===== src/rtl/rxq_pkg.sv =====
package rxq_pkg;
  localparam logic [7:0] CTL_KEEP  = 8'hC9;
  localparam int unsigned CTL_EN    = 0;
  localparam int unsigned CTL_RXCLR = 1;
  localparam int unsigned CTL_TXCLR = 2;

  typedef enum logic [1:0] {
    TRIG_ONE  = 2'b00,
    TRIG_QTR  = 2'b01,
    TRIG_HALF = 2'b10,
    TRIG_NEAR = 2'b11
  } trig_sel_e;

  function automatic int unsigned trig_level(input trig_sel_e sel, input int unsigned depth);
    case (sel)
      TRIG_ONE:  return 1;
      TRIG_QTR:  return depth / 4;
      TRIG_HALF: return depth / 2;
      default:   return depth - 2;
    endcase
  endfunction
endpackage


===== src/rtl/rxq_ctl.sv =====
module rxq_ctl
  import rxq_pkg::*;
(
  input  logic       clk_i,
  input  logic       rst_ni,
  input  logic       wr_i,
  input  logic [7:0] wdata_i,
  output logic [7:0] ctl_o,
  output logic       fifo_en_o,
  output trig_sel_e  trig_sel_o,
  output logic       rx_flush_o,
  output logic       tx_flush_o
);
  logic [7:0] ctl_q;
  logic       tx_flush_q;
  logic       changed, en_tog;

  assign changed    = wr_i && (wdata_i != ctl_q);
  assign en_tog     = changed && (wdata_i[CTL_EN] != ctl_q[CTL_EN]);
  assign rx_flush_o = changed && (wdata_i[CTL_RXCLR] || en_tog);

  always_ff @(posedge clk_i or negedge rst_ni) begin
    if (!rst_ni) begin
      ctl_q      <= '0;
      tx_flush_q <= 1'b0;
    end else begin
      if (changed) ctl_q <= wdata_i & CTL_KEEP;
      tx_flush_q <= changed && (wdata_i[CTL_TXCLR] || en_tog);
    end
  end

  assign ctl_o      = ctl_q;
  assign fifo_en_o  = ctl_q[CTL_EN];
  assign trig_sel_o = trig_sel_e'(ctl_q[7:6]);
  assign tx_flush_o = tx_flush_q;

  // rewriting the held value is a no-op
  a_r5_same_ignored: assert property (@(posedge clk_i) disable iff (!rst_ni)
    wr_i && (wdata_i == ctl_q) |=> $stable(ctl_q) && !tx_flush_q);

  // enable change requests a transmit flush
  a_r6_en_tog_txflush: assert property (@(posedge clk_i) disable iff (!rst_ni)
    wr_i && (wdata_i[CTL_EN] != ctl_q[CTL_EN]) |=> tx_flush_q);
endmodule


===== src/rtl/rxq_store.sv =====
module rxq_store #(
  parameter int unsigned DEPTH = 16,
  parameter int unsigned WIDTH = 8,
  localparam int unsigned AW = $clog2(DEPTH),
  localparam int unsigned CW = $clog2(DEPTH + 1)
) (
  input  logic             clk_i,
  input  logic             rst_ni,
  input  logic             flush_i,
  input  logic             single_i,
  input  logic             push_i,
  input  logic [WIDTH-1:0] push_data_i,
  input  logic             pop_req_i,
  output logic [WIDTH-1:0] head_o,
  output logic [CW-1:0]    count_o,
  output logic             pop_o,
  output logic             ovr_evt_o
);
  logic [WIDTH-1:0] mem [DEPTH];
  logic [AW-1:0]    rd_ptr, wr_ptr;
  logic [CW-1:0]    count_q;
  logic             full_eff, acc, ovwr;

  function automatic logic [AW-1:0] ptr_inc(input logic [AW-1:0] p);
    return (p == AW'(DEPTH - 1)) ? '0 : p + 1'b1;
  endfunction

  assign full_eff  = single_i ? (count_q != '0) : (count_q == CW'(DEPTH));
  assign pop_o     = pop_req_i && (count_q != '0) && !flush_i;
  assign acc       = push_i && !flush_i && (!full_eff || pop_o);
  assign ovwr      = push_i && !flush_i && full_eff && !pop_o && single_i;
  assign ovr_evt_o = push_i && !flush_i && full_eff && !pop_o;

  for (genvar i = 0; i < DEPTH; i++) begin : g_ent
    logic we;
    assign we = (acc && (wr_ptr == AW'(i))) || (ovwr && (rd_ptr == AW'(i)));
    always_ff @(posedge clk_i) begin
      if (we) mem[i] <= push_data_i;
    end
  end

  always_ff @(posedge clk_i or negedge rst_ni) begin
    if (!rst_ni) begin
      rd_ptr  <= '0;
      wr_ptr  <= '0;
      count_q <= '0;
    end else if (flush_i) begin
      rd_ptr  <= '0;
      wr_ptr  <= '0;
      count_q <= '0;
    end else begin
      if (acc)   wr_ptr <= ptr_inc(wr_ptr);
      if (pop_o) rd_ptr <= ptr_inc(rd_ptr);
      count_q <= count_q + CW'(acc) - CW'(pop_o);
    end
  end

  assign head_o  = (count_q != '0) ? mem[rd_ptr] : '0;
  assign count_o = count_q;

  a_r1_count_bound: assert property (@(posedge clk_i) disable iff (!rst_ni)
    count_q <= CW'(DEPTH));

  // full queue keeps level and head on a lost byte
  a_r2_full_keep: assert property (@(posedge clk_i) disable iff (!rst_ni)
    !single_i && (count_q == CW'(DEPTH)) && push_i && !pop_req_i && !flush_i
    |=> (count_q == CW'(DEPTH)) && $stable(head_o));

  a_r3_single_cap: assert property (@(posedge clk_i) disable iff (!rst_ni)
    single_i && !flush_i |=> count_q <= CW'(1) || !single_i);

  a_r11_empty_read: assert property (@(posedge clk_i) disable iff (!rst_ni)
    (count_q == '0) && pop_req_i && !push_i && !flush_i |=> count_q == '0);
endmodule


===== src/rtl/rxq_timer.sv =====
module rxq_timer #(
  parameter int unsigned CHARS = 4,
  localparam int unsigned MAXBITS = 12,
  localparam int unsigned TW = $clog2(MAXBITS * CHARS + 1)
) (
  input  logic       clk_i,
  input  logic       rst_ni,
  input  logic       tick_i,
  input  logic [1:0] data_bits_i,
  input  logic       parity_en_i,
  input  logic       two_stop_i,
  input  logic       restart_i,
  input  logic       flush_i,
  input  logic       rd_i,
  input  logic       nonempty_i,
  output logic       pend_o
);
  logic [3:0]    char_bits;
  logic [TW-1:0] limit, cnt_q;
  logic          armed_q, pend_q, expire;

  // start + 5 data + 1 stop = 7 fixed bits
  assign char_bits = 4'd7 + {2'b00, data_bits_i} + {3'b000, parity_en_i} + {3'b000, two_stop_i};
  assign limit     = TW'(char_bits) * TW'(CHARS);
  assign expire    = armed_q && tick_i && !restart_i && !flush_i && ((cnt_q + 1'b1) >= limit);

  always_ff @(posedge clk_i or negedge rst_ni) begin
    if (!rst_ni) begin
      cnt_q   <= '0;
      armed_q <= 1'b0;
      pend_q  <= 1'b0;
    end else begin
      if (flush_i) begin
        armed_q <= 1'b0;
        cnt_q   <= '0;
      end else if (restart_i) begin
        armed_q <= 1'b1;
        cnt_q   <= '0;
      end else if (armed_q && tick_i) begin
        if (expire) armed_q <= 1'b0;
        else        cnt_q   <= cnt_q + 1'b1;
      end
      if (rd_i || flush_i)          pend_q <= 1'b0;
      else if (expire && nonempty_i) pend_q <= 1'b1;
    end
  end

  assign pend_o = pend_q;

  a_r8_read_clears: assert property (@(posedge clk_i) disable iff (!rst_ni)
    rd_i |=> !pend_q);

  a_r7_pend_needs_data: assert property (@(posedge clk_i) disable iff (!rst_ni)
    $rose(pend_q) |-> $past(nonempty_i));

  a_r6_flush_clears: assert property (@(posedge clk_i) disable iff (!rst_ni)
    flush_i |=> !pend_q);
endmodule


===== src/rtl/uart_rx_queue.sv =====
module uart_rx_queue
  import rxq_pkg::*;
#(
  parameter int unsigned DEPTH = 16,
  parameter int unsigned TIMEOUT_CHARS = 4,
  localparam int unsigned CW = $clog2(DEPTH + 1)
) (
  input  logic          clk_i,
  input  logic          rst_ni,
  input  logic [7:0]    rx_byte_i,
  input  logic          rx_valid_i,
  input  logic          brk_det_i,
  input  logic          data_rd_i,
  input  logic          lsr_rd_i,
  input  logic          ctl_wr_i,
  input  logic [7:0]    ctl_data_i,
  input  logic          bit_tick_i,
  input  logic [1:0]    data_bits_i,
  input  logic          parity_en_i,
  input  logic          two_stop_i,
  output logic [7:0]    rd_data_o,
  output logic [CW-1:0] count_o,
  output logic          data_ready_o,
  output logic          break_o,
  output logic          overrun_o,
  output logic          timeout_o,
  output logic          trig_o,
  output logic [7:0]    ctl_o,
  output logic          tx_flush_o
);
  logic          fifo_en, rx_flush, pop, ovr_evt, push_req, restart;
  trig_sel_e     trig_sel;
  logic [7:0]    push_data;
  logic [CW-1:0] count, trig_lvl;
  logic          brk_q, ovr_q;

  rxq_ctl u_ctl (
    .clk_i      (clk_i),
    .rst_ni     (rst_ni),
    .wr_i       (ctl_wr_i),
    .wdata_i    (ctl_data_i),
    .ctl_o      (ctl_o),
    .fifo_en_o  (fifo_en),
    .trig_sel_o (trig_sel),
    .rx_flush_o (rx_flush),
    .tx_flush_o (tx_flush_o)
  );

  assign push_req  = brk_det_i || rx_valid_i;
  assign push_data = brk_det_i ? 8'h00 : rx_byte_i;

  rxq_store #(.DEPTH(DEPTH), .WIDTH(8)) u_store (
    .clk_i       (clk_i),
    .rst_ni      (rst_ni),
    .flush_i     (rx_flush),
    .single_i    (!fifo_en),
    .push_i      (push_req),
    .push_data_i (push_data),
    .pop_req_i   (data_rd_i),
    .head_o      (rd_data_o),
    .count_o     (count),
    .pop_o       (pop),
    .ovr_evt_o   (ovr_evt)
  );

  assign restart = fifo_en && !rx_flush && (push_req || (pop && (count > CW'(1))));

  rxq_timer #(.CHARS(TIMEOUT_CHARS)) u_timer (
    .clk_i       (clk_i),
    .rst_ni      (rst_ni),
    .tick_i      (bit_tick_i),
    .data_bits_i (data_bits_i),
    .parity_en_i (parity_en_i),
    .two_stop_i  (two_stop_i),
    .restart_i   (restart),
    .flush_i     (rx_flush),
    .rd_i        (data_rd_i),
    .nonempty_i  (count != '0),
    .pend_o      (timeout_o)
  );

  always_ff @(posedge clk_i or negedge rst_ni) begin
    if (!rst_ni) begin
      brk_q <= 1'b0;
      ovr_q <= 1'b0;
    end else begin
      if (brk_det_i && !rx_flush) brk_q <= 1'b1;
      else if (lsr_rd_i || rx_flush || (data_rd_i && !push_req && (count <= CW'(1))))
        brk_q <= 1'b0;
      if (ovr_evt)       ovr_q <= 1'b1;
      else if (lsr_rd_i) ovr_q <= 1'b0;
    end
  end

  assign trig_lvl     = CW'(trig_level(trig_sel, DEPTH));
  assign trig_o       = fifo_en ? (count >= trig_lvl) : (count != '0);
  assign count_o      = count;
  assign data_ready_o = (count != '0);
  assign break_o      = brk_q;
  assign overrun_o    = ovr_q;

  a_r2_overrun_set: assert property (@(posedge clk_i) disable iff (!rst_ni)
    ovr_evt |=> overrun_o);

  a_r9_break_push: assert property (@(posedge clk_i) disable iff (!rst_ni)
    brk_det_i && !rx_flush |=> break_o && data_ready_o);

  a_r10_lsr_clear: assert property (@(posedge clk_i) disable iff (!rst_ni)
    lsr_rd_i && !brk_det_i && !ovr_evt |=> !break_o && !overrun_o);

  a_r3_holding_cap: assert property (@(posedge clk_i) disable iff (!rst_ni)
    !fifo_en |-> count <= CW'(1));
endmodule


===== config.mk =====
export PLATFORM = sky130hd
export DESIGN_NAME = uart_rx_queue
export DESIGN_NICKNAME = d
export VERILOG_FILES = /design/src/rtl/rxq_pkg.sv /design/src/rtl/rxq_ctl.sv /design/src/rtl/rxq_store.sv /design/src/rtl/rxq_timer.sv /design/src/rtl/uart_rx_queue.sv
export SDC_FILE = /design/constraint.sdc
export NUM_CORES = 1
export LEC_CHECK = 0
export CAP_MARGIN = 20
export CORE_UTILIZATION = 50
export CTS_CLUSTER_SIZE = 8
export DETAILED_ROUTE_END_ITERATION = 16
export GPL_TIMING_DRIVEN = 0
export PLACE_DENSITY = 0.75
export SLEW_MARGIN = 20
export SYNTH_ARGS = -nofsm -noshare
export SYNTH_HDL_FRONTEND = slang
export SYNTH_SLANG_ARGS = --single-unit

===== constraint.sdc =====
create_clock -name clk_i -period 4.7 [get_ports clk_i]
set_input_delay 0.47 -clock clk_i [delete_from_list [all_inputs] [get_ports clk_i]]
set_output_delay 0.47 -clock clk_i [all_outputs]
set_load 0.05 [all_outputs]

== Yosys cells after proc, flatten, opt, wreduce, memory -nomap -nowiden ==
Memory sizes are Yosys's and may differ from the RTL's.
Cells that the tools add are included.

* $mul: 0
* Multiplexer cells: 103
* Bitwise operators: 0
* Shift-type cells: 0
* $lt $le $gt $ge: 4
* Reductions and logical operators: 112
* Divide/modulo/power cells: 0
* Equality and inequality tests: 36
* Add/subtract/negate cells: 8

{| class="wikitable"
|+ Operators with widths
! operator !! number
|-
| two-way mux 8 bit || 17
|-
| OR reduction 8 bit || 15
|-
| two-way mux 4 bit || 21
|-
| == test 4 bit, second input constant || 16
|-
| two-way mux 1 bit || 59
|-
| logical AND 1 bit || 54
|-
| == test 4 x 3 -> 1 bit, second input constant || 8
|-
| logical OR 1 bit || 24
|-
| two-way mux 6 bit || 4
|-
| == test 4 x 2 -> 1 bit, second input constant || 4
|-
| one-hot mux 4 bit (3 select lines) || 1
|-
| nonzero test 2 bit || 5
|-
| adder 4 x 1 -> 4 bit || 2
|-
| adder 4 x 1 -> 4 bit, second input constant || 2
|-
| == test 4 x 1 -> 1 bit, second input constant || 2
|-
| logical NOT 4 bit || 2
|-
| != test 8 bit || 1
|-
| adder 6 x 1 -> 6 bit, second input constant || 1
|-
| greater-or-equal comparator 6 bit || 1
|-
| logical NOT 1 bit || 6
|-
| nonzero test 3 bit || 2
|-
| adder 5 x 1 -> 5 bit || 1
|-
| == test 5 bit, second input constant || 1
|-
| greater-or-equal comparator 5 bit || 1
|-
| other kinds (12) || 13
|}

* Input port bits: 28
* RAM bits: 128
* Logic and storage cells: 274
* Memories: 1
* Flip-flop bits (word level): 28
* Output and inout bits: 27
* Latch bits: 0
* Memory bits (read-only): 0

{| class="wikitable"
|+ Memories
! memory !! depth !! width !! rd ports !! clocked after memory_dff !! wr ports !! line !! source
|-
| u_store.mem || 16 || 8 || 1 || 0 || 1 || rxq_store.sv:19 || <nowiki>logic [WIDTH-1:0] mem [DEPTH];</nowiki>
|}

== Longest topological paths before layout ==
Gate-level depths: netlist of run 1.

* Depth in word-level cells: 30
* Mapped depth: 15
* Depth with buffers taken out: 15

== Cells and area by module ==
Synthesis of run 1 repeated with hierarchy kept, for this count alone.

* Cell total of the unflattened synthesis: 473
* Area total of the unflattened synthesis: 7399.6 um2

{| class="wikitable"
|+ By module, submodules not included
! module !! times used !! cells each !! area an instance (um2)
|-
| rxq_store || 1 || 342 || 6175.9
|-
| rxq_timer || 1 || 72 || 675.6
|-
| uart_rx_queue || 1 || 39 || 297.8
|-
| rxq_ctl || 1 || 20 || 250.2
|}

== Worst setup path after synthesis of run 1 ==
No wires, ideal clock.

* Path kind: register to register
* Start: register u_store.count_q[2], in the netlist u_store.count_o[2]
* End: register u_store.count_q[4], in the netlist u_store.count_o[4]
* Period minus slack after synthesis: 3.432 ns
* Cell stages (with the launch flop): 16
* Data arrival time: 3.354 ns
* Required time: 4.622 ns
* Path slack: 1.268 ns
* Library setup time: 0.078 ns
* Path buffers: 0
* Path through: dfrtp_1 > inv_1 > ha_1 > nor4b_4 > clkinv_1 > nand2_1 > or3_1 > nand2_1 > ha_1 > inv_1 > fa_1 > nor2_1 > nor2_1 > nor2_1 > or3_1 > a21oi_1

* Cells in the longest elaborated chain, start to end: 8
* Elaborated cells between the ends (all ways): 11

{| class="wikitable"
|+ Ends and longest elaborated chain
! element !! line !! source
|-
| start, declared || rxq_store.sv:21 || <nowiki>logic [CW-1:0] count_q;</nowiki>
|-
| start signal, assigned || rxq_store.sv:54 || <nowiki>count_q <= count_q + CW'(acc) - CW'(pop_o);</nowiki>
|-
| nonzero test 5 bit * || n/a ||
|-
| named net data_ready_o || uart_rx_queue.sv:23 || <nowiki>output logic data_ready_o,</nowiki>
|-
| two-way mux 1 bit / logical AND 1 bit (equally long branches) || rxq_store.sv:28, rxq_store.sv:29 ||
|-
| logical NOT 1 bit / logical AND 1 bit (equally long branches) || rxq_store.sv:30, rxq_store.sv:29 ||
|-
| logical OR 1 bit || rxq_store.sv:30 || <nowiki>assign acc = push_i && !flush_i && (!full_eff || pop_o);</nowiki>
|-
| logical AND 1 bit || rxq_store.sv:30 ||
|-
| adder 5 x 1 -> 5 bit || rxq_store.sv:54 ||
|-
| subtractor 5 x 1 -> 5 bit * || rxq_store.sv:54 ||
|-
| two-way mux 5 bit * || rxq_store.sv:47 || <nowiki>end else if (flush_i) begin</nowiki>
|}

The timed path passes the listed nets; every way through them passes the cells marked *.
A chain may end at the register's enable or synchronous reset.

== Worst setup path after layout of run 1 ==
* Start: register u_store.rd_ptr[1]
* End: output rd_data_o[6]

* Cells in the longest elaborated chain, start to end: 2

{| class="wikitable"
|+ Ends and longest elaborated chain
! element !! line !! source
|-
| start, declared || rxq_store.sv:20 || <nowiki>logic [AW-1:0] rd_ptr, wr_ptr;</nowiki>
|-
| start signal, assigned || rxq_store.sv:53 || <nowiki>if (pop_o) rd_ptr <= ptr_inc(rd_ptr);</nowiki>
|-
| memory read (16 x 8 bit) || n/a ||
|-
| two-way mux 8 bit || rxq_store.sv:58 || <nowiki>assign head_o = (count_q != '0) ? mem[rd_ptr] : '0;</nowiki>
|-
| end, declared || uart_rx_queue.sv:21 || <nowiki>output logic [7:0] rd_data_o,</nowiki>
|}

Every way passes these cells.

==> metrics.csv, run 1 <==
metric,value,unit
run_status,"complete, no violations",
grt_max_degree,29,
crit_type,reg -> out,
die_h,122,um
place_congestion,0.809,
wire_per_inst,20.6,um
netlist_instances,446,
start_kind,flop,
required,4230,ps
finalMaxSlewViolations,0,
num_antenna_cells,0,
cp_max_fo,10,
cts_tree,yes,
yosys_warnings,0,
leakagePower,2.97,nW
setup_violations,0,
drive_gt1_frac,0.176,
drc,0,
clk_latency,420,ps
clock-sinks,156,
worstMarginPinSlew,1100,ps
synth_flop_cell,edfxtp_1,
netlist_area,7170,um^2
r2r-start,u_store.count_o[2],
drtAntennaViolNets,0,
end_kind,output pin,
total_power,0.00474,W
seq_area_frac_synth,0.634,
htreeDepth,4,
vdd_ir_drop_max,0.272,mV
die_w,122,um
cts_resized,0,
io_pins,55,
cts_made_buffers,17,
post-dp-hpwl,9720,um
fin_crit_sh,0.806,
path_clk_slew,60,ps
rows,43,
hold_class,in -> async,
fin_nets,573,
clock_skew,11.6,ps
final_area,8490,um^2
yosysUniqueCellTypes,57,
core,13900,um^2
placed_cell_area,7860,um^2
period_needed,3790,ps
p_per_area,558,nW/um^2
antenna_found_initial,0,
layout_common_cells,"edfxtp_1, clkdlybuf4s50_1, mux4_2, ha_1, dfrtp_1",
synth_area_per_cell,16.1,um^2
grt_pass1_wl,22800,um
via_per_inst,5.84,
fin_cells,707,
dp.cells,675,
final_common_cell,edfxtp_1,
cts_hold_buf,0,
hold_viol,0,
clockBufferDepth,2,
fmax,264,MHz
grt_usage,0.215,
rsz0062_at_grt,no,
arrival,3320,ps
post_cts.repair.setup_buffers,0,
vias,4129,
fin_tns_setup,0,ps
die_area,14800,um^2
start_util,0.515,
synth_edf_count,128,
synth-async-reset-ratio,0.179,
maxCapViolations,0,
critPathLaunch,u_store.rd_ptr[1],
slew_headroom,0.265,
drt-total-wl,14500,um
syn_to_final_growth,18.4,%
ys_ff_latch,156,
drt-initial-drc-count,325,
dr.pass1.iters,5,
root_buffer,clkbuf_16,
grt_pass1_vias,4209,
placement.io_buffers,46,
overflow,0,
==> Yosys cell counts, types with 3 or more instances <==
master / instances / area share
edfxtp_1: 128 / 0.54
mux4_2: 32 / 0.10
ha_1: 29 / 0.051
dfrtp_1: 28 / 0.098
nor2_1: 24 / 0.013
inv_1: 21 / 0.011
mux2i_1: 18 / 0.025
a32o_1: 17 / 0.024
nand2_1: 17 / 0.0089
nor2b_1: 11 / 0.0096
xnor2_1: 11 / 0.013
o21ai_0: 10 / 0.0070
a21oi_1: 9 / 0.0063
clkbuf_1: 9 / 0.0047
o22ai_1: 9 / 0.0079
nand3_1: 7 / 0.0049
buf_2: 6 / 0.0042
buf_4: 5 / 0.0052
nand2b_1: 3 / 0.0026
nor4_1: 3 / 0.0026
o31ai_1: 3 / 0.0031
==> final timing paths <==
path | endpoint | slack [ps] | cells past startpoint
worst min register to register | u_ctl.ctl_o[3] | 510 | 1
max in group asynchronous | u_timer.cnt_q[1] | 4170 | 1
worst max register to register | u_store.count_o[4] | 1440 | 15
worst min-delay path | break_o | 80 | 1
min in group clk_i | u_ctl.tx_flush_o | 440 | 2
worst max-delay path | rd_data_o[6] | 910 | 6
==> state kept, by name, indices dropped and copies added (netlist names) <==
register	count
u_store.mem	128
u_timer.cnt_q	6
u_store.count_o	5
u_ctl.ctl_o	4
u_store.rd_ptr	4
u_store.wr_ptr	4
break_o	1
overrun_o	1
u_ctl.tx_flush_o	1
u_timer.armed_q	1
u_timer.pend_o	1
==> metrics by stage <==
stage	util	setup slack, ps	hold WS [ps]
2_1_floorplan	-	1270	174
3_3_place_gp	0.565	1280	489
3_5_place_dp	0.564	1190	500
4_1_cts	0.609	915	91.2
5_1_grt	0.609	659	125
6_report	0.609	913	83.8
==> layer usage <==
layer,track usage,vias to the layer above,part of all wire
met5,0,-,0
met4,0.105,0,0.021
met3,0.0412,27,0.052
met2,0.330,143,0.50
met1,0.294,2096,0.43
li1,-,1863,-
==> final cells by class <==
class / count / area (um^2)
sequential: 156 / 4540
clock inverter: 13 / 190
timing repair buffer: 46 / 455
inverter: 23 / 88.8
multi-input combinational: 248 / 2440
buffer: 22 / 116
tap: 180 / 225
clock buffer: 19 / 433
fill: 980 / 5440
==> power breakdown <==
| group | internal (W) | leakage, nW | switching (W) |
|---|---|---|---|
| Combinational | 0.000632 | 1.13 | 0.000976 |
| Clock | 0.000894 | 0.298 | 0.000544 |
| Sequential | 0.00161 | 1.54 | 0.0000778 |
| Total | 0.00314 | 2.97 | 0.00160 |
==> cells by family (layout without fill, tap and decap cells) <==
family                     Yosys count  after routing  share of synthesized area
AOI/OAI and AO/OA                   62             62                     0.0654
xor gates and xnor gates            14             14                     0.0182
adders and majority gates           31             31                     0.0562
buffers and inverters               45            123                     0.0286
DFF                                156            156                      0.634
muxes                               52             52                      0.129
other                                1              4                   0.000523
and+or+nand+nor                     85             85                     0.0684
==> critical path, cell delays in order, from the launching register on <==
cell             delay [ps]
dfrtp_1                 370
clkbuf_1                340
clkbuf_1                580
mux4_2                  400
mux2i_1                 290
o22ai_1                 180
clkdlybuf4s50_1         730
Power figures use the tool's default switching activity.
==> run 2: changes to the inputs <==
==> constraint.sdc (replaced) <==
create_clock -name clk_i -period 3.7 [get_ports clk_i]
set_input_delay 0.37 -clock clk_i [delete_from_list [all_inputs] [get_ports clk_i]]
set_output_delay 0.37 -clock clk_i [all_outputs]
set_load 0.05 [all_outputs]
==> metrics.csv, run 2 (synthesis gave the netlist of run 1 again) <==
metric,value,unit,change
grt_pass1_wl,22900,um,was 22800 um
r2r.worst_path.cells,14,,was 15
hold_class,in -> reg,,was in -> async
die_w,122,um,unchanged
reg2reg_to,u_store.count_o[4],,unchanged
start_kind,flop,,unchanged
dp.cells,675,,unchanged
leakagePower,3.01,nW,was 2.97 nW
fin_cells,708,,was 707
endpoint,rd_data_o[4],,was rd_data_o[6]
required,3330,ps,was 4230 ps
drtAntennaViolNets,0,,unchanged
overflow,0,,unchanged
path_clk_slew,60,ps,about the same
run_status,"complete, no violations",,unchanged
drt-total-wl,14600,um,was 14500 um
drc,0,,unchanged
largest_register_ffs,128,,unchanged
fin_tns_setup,0,ps,unchanged
start_util,0.515,,unchanged
io_pins,55,,unchanged
cts_tree,yes,,unchanged
placed_cell_area,7860,um^2,unchanged
top_register,u_store.mem,,unchanged
critPathLaunch,u_store.rd_ptr[0],,was u_store.rd_ptr[1]
die_h,122,um,unchanged
grt_max_degree,29,,unchanged
fin_nets,574,,was 573
clkPwrFrac,0.304,,was 0.303
vias,4129,,unchanged
comb_power_share,0.339,,about the same
grt_pass1_vias,4214,,was 4209
post_cts.repair.setup_buffers,0,,unchanged
cpMaxStageDelayCell,clkdlybuf4s50_1,,unchanged
htreeDepth,4,,unchanged
syn_to_final_growth,18.7,%,was 18.4%
clockBufferDepth,2,,unchanged
clock_skew,11.1,ps,was 11.6 ps
crit_type,reg -> out,,unchanged
vdd_ir_drop_max,0.345,mV,was 0.272 mV
fin_hold_ws,344,ps,was 83.8 ps
cts_made_buffers,17,,unchanged
arrival,3170,ps,was 3320 ps
fmax,283,MHz,
die_area,14800,um^2,unchanged
path_cells,buf_2 > buf_2 > mux4_2 > mux2i_1 > o22ai_1 > clkdlybuf4s50_1,,was clkbuf_1 > clkbuf_1 > mux4_2 > mux2i_1 > o22ai_1 > clkdlybuf4s50_1
maxCapViolations,0,,unchanged
final_area,8510,um^2,was 8490 um^2
clock-sinks,156,,unchanged
reg2reg_slack,640,ps,was 1440 ps
dr.pass1.iters,5,,unchanged
nFillCells,978,,was 980
topRoutingLayerUsed,met4,,unchanged
drive_gt1_frac,0.184,,was 0.176
rsz0062_at_grt,no,,unchanged
route.layer.met1.wl,6310,um,was 6220 um
switching_share,0.338,,was 0.337
power.internal,0.00399,W,was 0.00314 W
total_power,0.00603,W,was 0.00474 W
final_common_cell,edfxtp_1,,unchanged
r2r-start,u_store.count_o[2],,unchanged
hold_viol,0,,unchanged
critical_path.max_stage_delay,720,ps,was 730 ps
antenna_found_initial,0,,unchanged
post-dp-hpwl,9720,um,unchanged
placement.io_buffers,46,,unchanged
via_per_inst,5.83,,was 5.84
wl_met3,708,um,was 752 um
finalMaxSlewViolations,0,,unchanged
wire_per_inst,20.6,um,about the same
cp_max_fo,10,,unchanged
met2_length,7340,um,was 7260 um
place_congestion,0.809,,unchanged
clk_latency,420,ps,about the same
layout_common_cells,"edfxtp_1, clkdlybuf4s50_1, mux4_2, ha_1, dfrtp_1",,unchanged
path_common_cell,buf_2,,was clkbuf_1
fin_crit_sh,0.956,,
worst-path-buf-inv,3,,unchanged
p_per_area,708,nW/um^2,was 558 nW/um^2
grt_usage,0.215,,about the same
power_switching,0.00204,W,was 0.00160 W
core,13900,um^2,unchanged
setup_violations,0,,unchanged
root_buffer,clkbuf_16,,unchanged
rows,43,,unchanged
crit_cells,6,,unchanged
cpLargestDelayFamily,buffers and inverters,,unchanged
drt-initial-drc-count,311,,was 325
period_needed,3540,ps,
seq_power_share,0.357,,about the same
slew_headroom,0.265,,about the same
num_antenna_cells,0,,unchanged
worstMarginPinSlew,1100,ps,about the same
end_kind,output pin,,unchanged
==> run 2: cell types whose count changed in the layout (fill, tap and decap cells not counted) <==
cell / delta
dlymetal6s2s_1: +2
clkbuf_2: +3
clkbuf_1: -2
inv_2: +1
buf_1: -1
clkdlybuf4s50_1: -2
dlygate4sd3_1: +1
clkinv_1: -1
==> run 2: layout make-up <==
| cell class | instances | area [um^2] | share of cell area |
|---|---|---|---|
| multi-input cells | 248 | 2440 | 0.287 |
| clock buffers | 19 | 433 | 0.0509 |
| well taps | 180 | 225 | 0.0265 |
| repair buffers | 47 | 470 | 0.0553 |
| plain buffers | 22 | 120 | 0.0141 |
| inverters | 23 | 88.8 | 0.0104 |
| clock inverters | 13 | 190 | 0.0223 |
| flip-flops and latches | 156 | 4540 | 0.534 |
==> run 2: worst min path at each step <==
| stage | slack (ps) | end | depth (start not counted) | from |
|---|---|---|---|---|
| floorplan | 70 | break_o | 0 | rst_ni |
| global placement | 490 | u_ctl.ctl_o[3] | 1 | u_ctl.ctl_o[3] |
| detailed placement | 440 | u_timer.cnt_q[2] | 1 | rst_ni |
| CTS | 330 | u_ctl.tx_flush_o | 2 | ctl_wr_i |
| global route | 370 | u_ctl.tx_flush_o | 2 | ctl_wr_i |
| finish | 340 | u_ctl.tx_flush_o | 2 | ctl_wr_i |
==> run 2: metal layers <==
metal | vias up | GRT usage
met2 | 144 | 0.331
met5 | - | 0
met4 | 0 | 0.105
li1 | 1866 | -
met1 | 2096 | 0.294
met3 | 23 | 0.0412
==> run 2: metrics by stage <==
stage / utilization / setup slack [ps]
floorplan: - / 268
global placement: 0.565 / 383
detailed placement: 0.564 / 294
CTS: 0.610 / 14.7
global route: 0.611 / 10.3
finish: 0.611 / 161
==> run 2: what timing repair did <==
action / CTS / global route
endpoints found under the hold margin: 26 / 0
setup endpoints to repair: 0 / 8
hold buffers: 1 / 0
resized for setup: 0 / 8
==> run 2: power groups by stage <==
stage	combinational, W	clock, W	sequential (W)
6_report	0.00205	0.00183	0.00215
3_5_place_dp	0.00203	0	0.00218
2_1_floorplan	0.00135	0	0.00227
5_1_grt	0.00219	0.00192	0.00216
3_3_place_gp	0.00199	0	0.00218
4_1_cts	0.00205	0.00184	0.00215
==> run 3: changes to the inputs <==
==> constraint.sdc (replaced) <==
create_clock -name clk_i -period 3.7 [get_ports clk_i]
set_input_delay 0.74 -clock clk_i [delete_from_list [all_inputs] [get_ports clk_i]]
set_output_delay 0.74 -clock clk_i [all_outputs]
set_load 0.05 [all_outputs]
==> metrics.csv, run 3 (synthesis gave the netlist of run 1 again) <==
metric,value,unit,change
drive_gt1_frac,0.188,,was 0.184
run_status,"complete, no violations",,unchanged
root_buffer,clkbuf_16,,unchanged
worstMarginPinSlew,1140,ps,was 1100 ps
fin_ws,82.6,ps,was 161 ps
rsz0062_at_grt,yes,,was no
cts_made_buffers,17,,unchanged
cts_hold_buf,0,,was 1
antenna_found_initial,0,,unchanged
multi_input_area,2440,um^2,unchanged
grt_usage,0.215,,about the same
die_h,122,um,unchanged
grt_pass1_vias,4216,,was 4214
die_w,122,um,unchanged
drc,0,,unchanged
end_kind,output pin,,unchanged
io_pins,55,,unchanged
largest_register_ffs,128,,unchanged
clk_latency,420,ps,about the same
start_kind,flop,,unchanged
overflow,0,,unchanged
leakagePower,3.01,nW,about the same
required,2960,ps,was 3330 ps
fin_crit_sh,0.978,,was 0.956
die_area,14800,um^2,unchanged
clockBufferDepth,2,,unchanged
place_congestion,0.809,,unchanged
fin_nets,574,,unchanged
start_util,0.515,,unchanged
vias,4120,,was 4129
htreeDepth,4,,unchanged
cp_max_fo,10,,unchanged
total_power,0.00598,W,was 0.00603 W
pre_cts_ws,-76.3,ps,was 294 ps
clock-sinks,156,,unchanged
fin_hold_ws,352,ps,was 344 ps
period_needed,3620,ps,was 3540 ps
grt_pass1_wl,22900,um,about the same
setup_violations,0,,unchanged
wire_per_inst,20.6,um,about the same
rows,43,,unchanged
finalMaxSlewViolations,0,,unchanged
final_common_cell,edfxtp_1,,unchanged
crit_type,reg -> out,,unchanged
syn_to_final_growth,18.6,%,was 18.7%
hold_viol,0,,unchanged
layout_common_cells,"edfxtp_1, clkdlybuf4s50_1, mux4_2, ha_1, dfrtp_1",,unchanged
clock_skew,11.4,ps,was 11.1 ps
core,13900,um^2,unchanged
placement.io_buffers,46,,unchanged
drtAntennaViolNets,0,,unchanged
seq_area,4540,um^2,unchanged
top_register,u_store.mem,,unchanged
arrival,2880,ps,was 3170 ps
grt_max_degree,29,,unchanged
path_clk_slew,60,ps,about the same
dr.pass1.iters,5,,unchanged
post-dp-hpwl,9720,um,unchanged
drt-initial-drc-count,333,,was 311
num_antenna_cells,0,,unchanged
hold_class,in -> async,,was in -> reg
fmax,276,MHz,was 283 MHz
vdd_ir_drop_max,0.345,mV,about the same
maxCapViolations,0,,unchanged
nFillCells,977,,was 978
p_per_area,704,nW/um^2,was 708 nW/um^2
drt-total-wl,14600,um,about the same
cts_tree,yes,,unchanged
via_per_inst,5.82,,was 5.83
slew_headroom,0.239,,was 0.265
-- run 3: cell count changes in the layout (fill, tap and decap cells not counted) --
cell,previous run,this run
buf_2,7,5
buf_4,5,7
clkbuf_1,9,8
clkbuf_4,0,2
clkdlybuf4s50_1,43,37
clkinv_2,1,2
dlygate4sd2_1,0,8
dlygate4sd3_1,1,0
dlymetal6s2s_1,2,0
inv_2,1,0
-- run 3: timing repair --
| item | in CTS | in global routing |
|---|---|---|
| setup endpoints to repair | 8 | 8 |
| resized for setup | 12 | 6 |
| endpoints found under the hold margin | 0 | 0 |
| gates cloned | 0 | 0 |
| buffers inserted | 0 | 1 |
-- run 3: report_power, final --
part | switching [W] | internal, W | leakage [nW]
sequential | 0.0000979 | 0.00205 | 1.54
combinational | 0.00124 | 0.000769 | 1.17
clock | 0.000688 | 0.00114 | 0.298
-- run 3: worst max-delay path: stages, from the launching register on --
cell and delay (ps):
dfrtp_1 380, buf_2 270, clkbuf_4 350, mux4_2 550
mux2i_1 260, o22ai_1 180, dlygate4sd2_1 450
-- run 3: final timing paths --
path | from | to | slack, ps | cells after the start
min in group clk_i | u_ctl.ctl_o[3] | u_ctl.ctl_o[3] | 510 | 1
min reg2reg | u_ctl.ctl_o[3] | u_ctl.ctl_o[3] | 510 | 1
max | u_store.rd_ptr[0] | rd_data_o[1] | 80 | 6
max reg2reg | u_store.count_o[2] | u_store.count_o[4] | 680 | 14
min | rst_ni | break_o | 350 | 1
max in group asynchronous | rst_ni | u_timer.cnt_q[1] | 2900 | 1
-- run 3: cell type report --
cell class,count,area share
Buffer,22,0.0152
Timing Repair Buffer,47,0.0533
Multi-Input combinational cell,248,0.287
Clock buffer,19,0.0509
Sequential cell,156,0.534
Inverter,23,0.0106
Clock inverter,13,0.0224
Tap cell,180,0.0265
-- run 3: metal layers --
| layer | routed length (um) | part of all wire | global-route usage |
|---|---|---|---|
| met1 | 6120 | 0.42 | 0.294 |
| met2 | 7280 | 0.50 | 0.330 |
| met3 | 860 | 0.059 | 0.0412 |
| met4 | 295 | 0.020 | 0.110 |
| met5 | 0 | 0 | 0 |
-- run 3: through the flow --
stage               utilization  instance area, um^2  std cells  TNS, ps
finish                    0.610                 8500        708        0
global route              0.610                 8500        708    -25.3
CTS                       0.609                 8480        707        0
detailed placement        0.564                 7860        675    -79.6
global placement          0.565                 7870        675        0
floorplan                     -                 7180        449        0
